**src/rtl/sdec_pkg.sv**
```systemverilog
package sdec_pkg;
   // bus slice seen by the decoder: A16..A23
   localparam int ADDR_HI_W = 8;
   // per-lane strobe controls, active high internally
   typedef struct packed {
      logic oe;
      logic we_hi;
      logic we_lo;
   } lane_ctl_t;
endpackage

```
**src/rtl/sdec_window.sv**
```systemverilog
module sdec_window #(
   parameter int ADDR_HI_W = 8,
   parameter int SEL_W     = 4,
   parameter int TAG_W     = ADDR_HI_W - SEL_W,
   parameter logic [TAG_W-1:0] WIN_TAG = 1,
   localparam int NUM_SEL  = 1 << SEL_W
) (
   input  logic [ADDR_HI_W-1:0] addr_hi,
   input  logic                 as_n,
   input  logic                 pwr_ok_n,
   output logic                 cycle_active,
   output logic [NUM_SEL-1:0]   sel_oh
);
   logic [TAG_W-1:0] tag;
   logic [SEL_W-1:0] idx;
   logic             win_hit;

   generate
      if (ADDR_HI_W <= SEL_W) begin : g_bad_width
         $error("sdec_window: ADDR_HI_W must exceed SEL_W");
      end
   endgenerate

   assign tag     = addr_hi[ADDR_HI_W-1:SEL_W];
   assign idx     = addr_hi[SEL_W-1:0];
   assign win_hit = (tag == WIN_TAG);
   assign cycle_active = win_hit && !as_n && !pwr_ok_n;

   // one comparator per select line
   generate
      for (genvar i = 0; i < NUM_SEL; i++) begin : g_sel
         assign sel_oh[i] = cycle_active && (idx == SEL_W'(i));
      end
   endgenerate
endmodule

```
**src/rtl/sdec_lanes.sv**
```systemverilog
module sdec_lanes
   import sdec_pkg::*;
(
   input  logic      cycle_active,
   input  logic      rw,
   input  logic      uds_n,
   input  logic      lds_n,
   output lane_ctl_t ctl
);
   always_comb begin
      ctl.oe    = cycle_active && rw;
      ctl.we_hi = cycle_active && !rw && !uds_n;
      ctl.we_lo = cycle_active && !rw && !lds_n;
   end
endmodule

```
**src/rtl/sdec_ack.sv**
```systemverilog
module sdec_ack #(
   parameter int ACK_DELAY = 1,
   localparam int CNT_W = $clog2(ACK_DELAY + 1)
) (
   input  logic clk,
   input  logic rst_n,
   input  logic cycle_active,
   output logic ack
);
   localparam logic [CNT_W-1:0] ACK_LAST = CNT_W'(ACK_DELAY);

   logic [CNT_W-1:0] cnt_q;

   generate
      if (ACK_DELAY < 1) begin : g_bad_delay
         $error("sdec_ack: ACK_DELAY must be at least 1");
      end
   endgenerate

   always_ff @(posedge clk or negedge rst_n) begin
      if (!rst_n) begin
         cnt_q <= '0;
      end else if (!cycle_active) begin
         cnt_q <= '0;
      end else if (cnt_q != ACK_LAST) begin
         cnt_q <= cnt_q + 1'b1;
      end
   end

   // gated so it drops the moment the strobe leaves
   assign ack = cycle_active && (cnt_q == ACK_LAST);
endmodule

```
**src/rtl/sram_card_decoder.sv**
```systemverilog
module sram_card_decoder
   import sdec_pkg::*;
#(
   parameter int SEL_W     = 4,
   parameter int ACK_DELAY = 1,
   parameter logic [ADDR_HI_W-SEL_W-1:0] WIN_TAG = 1,
   localparam int NUM_SEL  = 1 << SEL_W
) (
   input  logic                 clk,
   input  logic                 rst_n,
   input  logic [ADDR_HI_W-1:0] addr_hi,
   input  logic                 as_n,
   input  logic                 uds_n,
   input  logic                 lds_n,
   input  logic                 rw,
   input  logic                 pwr_ok_n,
   output logic [NUM_SEL-1:0]   cs_n,
   output logic                 oe_n,
   output logic                 we_hi_n,
   output logic                 we_lo_n,
   output logic                 dtack_n,
   output logic                 dtack_en
);
   logic               cycle_active;
   logic [NUM_SEL-1:0] sel_oh;
   lane_ctl_t          ctl;
   logic               ack;

   sdec_window #(
      .ADDR_HI_W (ADDR_HI_W),
      .SEL_W     (SEL_W),
      .WIN_TAG   (WIN_TAG)
   ) u_window (
      .addr_hi      (addr_hi),
      .as_n         (as_n),
      .pwr_ok_n     (pwr_ok_n),
      .cycle_active (cycle_active),
      .sel_oh       (sel_oh)
   );

   sdec_lanes u_lanes (
      .cycle_active (cycle_active),
      .rw           (rw),
      .uds_n        (uds_n),
      .lds_n        (lds_n),
      .ctl          (ctl)
   );

   sdec_ack #(.ACK_DELAY(ACK_DELAY)) u_ack (
      .clk          (clk),
      .rst_n        (rst_n),
      .cycle_active (cycle_active),
      .ack          (ack)
   );

   assign cs_n     = ~sel_oh;
   assign oe_n     = ~ctl.oe;
   assign we_hi_n  = ~ctl.we_hi;
   assign we_lo_n  = ~ctl.we_lo;
   assign dtack_n  = ~ack;
   assign dtack_en = cycle_active;

   AST_OUT_WINDOW: assert property (@(posedge clk) disable iff (!rst_n)
      (addr_hi[ADDR_HI_W-1:SEL_W] != WIN_TAG) |-> (&cs_n && !dtack_en && oe_n));
   AST_ONE_SELECT: assert property (@(posedge clk) disable iff (!rst_n)
      $onehot0(~cs_n));
   AST_STROBE_QUAL: assert property (@(posedge clk) disable iff (!rst_n)
      as_n |-> (&cs_n && oe_n && we_hi_n && we_lo_n && dtack_n));
   AST_PWR_IDLE: assert property (@(posedge clk) disable iff (!rst_n)
      pwr_ok_n |-> (&cs_n && oe_n && we_hi_n && we_lo_n && !dtack_en));
   AST_RW_EXCL: assert property (@(posedge clk) disable iff (!rst_n)
      !oe_n |-> (we_hi_n && we_lo_n));
   AST_ACK_RELEASE: assert property (@(posedge clk) disable iff (!rst_n)
      $rose(as_n) |-> dtack_n);
   AST_ACK_AFTER_STROBE: assert property (@(posedge clk) disable iff (!rst_n)
      $fell(dtack_n) |-> ($past(!as_n) && !as_n));
   AST_ACK_DRIVEN: assert property (@(posedge clk) disable iff (!rst_n)
      !dtack_en |-> dtack_n);
endmodule

```
**config.mk**
```make
export PLATFORM = sky130hd
export DESIGN_NAME = sram_card_decoder
export DESIGN_NICKNAME = d
export VERILOG_FILES = /design/src/rtl/sdec_pkg.sv /design/src/rtl/sdec_window.sv /design/src/rtl/sdec_lanes.sv /design/src/rtl/sdec_ack.sv /design/src/rtl/sram_card_decoder.sv
export SDC_FILE = /design/constraint.sdc
export NUM_CORES = 1
export LEC_CHECK = 0
export BUFFER_PORTS_ARGS = -buffer_cell sky130_fd_sc_hd__buf_2
export CAP_MARGIN = 20
export CORE_AREA = 2 2 39 41
export DETAILED_ROUTE_END_ITERATION = 8
export DIE_AREA = 0 0 41 43
export PLACE_DENSITY_LB_ADDON = 0.05
export REMOVE_ABC_BUFFERS = 1
export SYNTH_ARGS = -nofsm -noshare
export SYNTH_HDL_FRONTEND = slang
export SYNTH_SLANG_ARGS = --single-unit
```
**constraint.sdc**
```tcl
create_clock -name clk -period 0.83 [get_ports clk]
set_input_delay 0.083 -clock clk [delete_from_list [all_inputs] [get_ports clk]]
set_output_delay 0.083 -clock clk [all_outputs]
set_load 0.01 [all_outputs]
```
==> results.yml <==
outcome:
  status: "finished with violations"
  violations: "negative setup slack"
sta:
  finalMaxSlewViolations: 0
  fin_crit_sh: 1.28
  setup_ws_ns: -0.230
  relSlewSlack: 0.763
  setup_tns_ns: -4.42
  rsz0062_at_grt: "yes"
  finalHoldViolCount: 0
  min_period_ns: 1.06
  worst_pin_slew_ns: 0.354
  setup_viol: 22
  max_clock_freq_mhz: 944
layout:
  drive_above_1_share: 0.671
  nNetsFinal: 93
  largest_reg_flops: 1
  regMostFlops: "u_ack.cnt_q"
  final_cells: 92
  mostFrequentLayoutCells: "28 x buf_2, 12 x nand3_1, 8 x buf_6, 4 x nand4_1, 4 x nand3_2"
  num_antenna_cells: 0
  reg_top3: "u_ack.cnt_q x1"
  syn_to_final_growth_pct: 134
  layout_commonest_cell: "buf_2"
placement:
  dp.cells: 88
  io_buffers: 35
  place_congestion: 0.621
synthesis:
  synthSimpleGateAreaFrac: 0.818
  synth_top_family_by_area: "simple AND/OR/NAND/NOR gates"
  ys_warn_count: 0
  synthCells: 35
  ys_seq_elements: 1
  ys_seq_area_frac: 0.0957
  synth.area.mux_share: 0
  synth_area_um2: 262
  synth_cell_types: 11
  synth_compound_area_frac: 0
  syn_area_per_cell_um2: 7.47
  synth_fa_ha_area_frac: 0
  synthXorXnorAreaFrac: 0
pwr:
  sequentialPowerShare: 0.257
  max-vdd-ir-drop_v: 0.000197
  leakagePower_uw: 0.000231
  p_per_area_nw_per_um2: 319
  p_sw_frac: 0.351
  p_sw_uw: 68.5
  pwr-share-clk: 0
  p_comb_frac: 0.743
  p_int_uw: 127
drt:
  drtIter0Drc: 1
  ant_nets: 0
  first_pass_iters: 4
  wl_per_cell_um: 11.8
  route.detailed.drc: 0
  drt_wl_total_um: 1090
  drt-vias-per-instance: 4.85
  dr_total_vias: 446
job:
  drv_cap: 0
global_route:
  track_usage: 0.104
  grt_max_degree: 22
  grt_pass1_vias: 357
  antenna_found_initial: 0
  grt.overflow.total: 0
  grt_pass1_wl_um: 1370
worst_setup_path:
  cp_data_required_time_ns: 0.75
  startpoint: "pwr_ok_n"
  worstPathArrival_ns: 0.98
  worst_setup_path_start_kind: "input pin"
  crit_path_max_fanout: 10
  critPathCapture: "cs_n[1]"
  path_class: "input pin to primary output"
  cp-end-kind: "primary output"
floorplan:
  row_count: 14
  dieHeight_um: 43
  coreArea_um2: 1380
  initial_core_util: 0.189
  die_area_um2: 1760
  die_w_um: 41
  boundaryPins: 36
min_path:
  hp-class: "input pin to async pin"
cts:
  path_clk_slew_ns: 0
area by class of cell:
class,count,area (µm²)
multi-input cells,32,235
fillers,152,771
repair buffers,43,333
flip-flops and latches,1,25.0
well taps,16,20.0
critical path, cell delays in order:
cell	delay (ns)
buf_6	0.09
nor4_4	0.27
buf_6	0.16
clkbuf_16	0.15
nand3_1	0.07
buf_2	0.15
how the worst min path moves through the flow:
stage                  end  cells after the start
4_1_cts        u_ack.cnt_q                      2
3_3_place_gp   u_ack.cnt_q                      1
3_5_place_dp   u_ack.cnt_q                      1
6_report       u_ack.cnt_q                      2
2_1_floorplan  u_ack.cnt_q                      0
5_1_grt        u_ack.cnt_q                      2
per-layer routing:
| layer | track usage | share of wire | vias to the layer above |
|---|---|---|---|
| met4 | 0 | 0 | 0 |
| met5 | 0 | 0 | - |
| met2 | 0.188 | 0.49 | 21 |
| met3 | 0.0105 | 0.093 | 0 |
| met1 | 0.134 | 0.42 | 204 |
| li1 | - | - | 221 |
logic make-up after synthesis:
group,after synthesis
and+or+nand+nor,32
buffers and inverters,2
DFF,1
power groups by stage:
stage / Clock, µW / Sequential [µW] / Combinational [µW]
2_1_floorplan: 0 / 50.2 / 36.8
3_5_place_dp: 0 / 50.2 / 114
4_1_cts: 0 / 50.2 / 123
6_report: 0 / 50.2 / 145
3_3_place_gp: 0 / 50.2 / 113
5_1_grt: 0 / 50.3 / 157
per-stage QoR:
stage | area, µm² | setup WS, ns | utilization | hold slack (ns) | power (µW)
after floorplan | 239 | -0.288 | - | -0.213 | 87.0
after global placement | 477 | -0.207 | 0.344 | -0.142 | 163
after detailed placement | 477 | -0.224 | 0.344 | -0.141 | 164
after CTS | 499 | -0.203 | 0.361 | 0.403 | 174
after global routing | 613 | -0.266 | 0.443 | 0.426 | 208
final | 613 | -0.230 | 0.443 | 0.403 | 195
Yosys cell counts:
| library cell | instances | area, µm² |
|---|---|---|
| nand3_1 | 16 | 80.1 |
| nand4_1 | 4 | 25.0 |
| nor2_1 | 3 | 11.3 |
| nor2b_1 | 3 | 18.8 |
| and4bb_2 | 2 | 25.0 |
| buf_6 | 2 | 22.5 |
| and2_2 | 1 | 7.51 |
| and4b_1 | 1 | 10.0 |
| dfrtp_1 | 1 | 25.0 |
| nor4_4 | 1 | 21.3 |
| nor4b_2 | 1 | 15.0 |
timing repair:
item / CTS / global route
pin swaps: 0 / 1
buffers inserted: 0 / 1
gates resized for setup: 2 / 11
hold buffers: 1 / 0
endpoints found under the hold margin: 1 / 0
setup endpoints to repair: 22 / 22
gates cloned: 0 / 2
(Power assumes the default switching activity.)
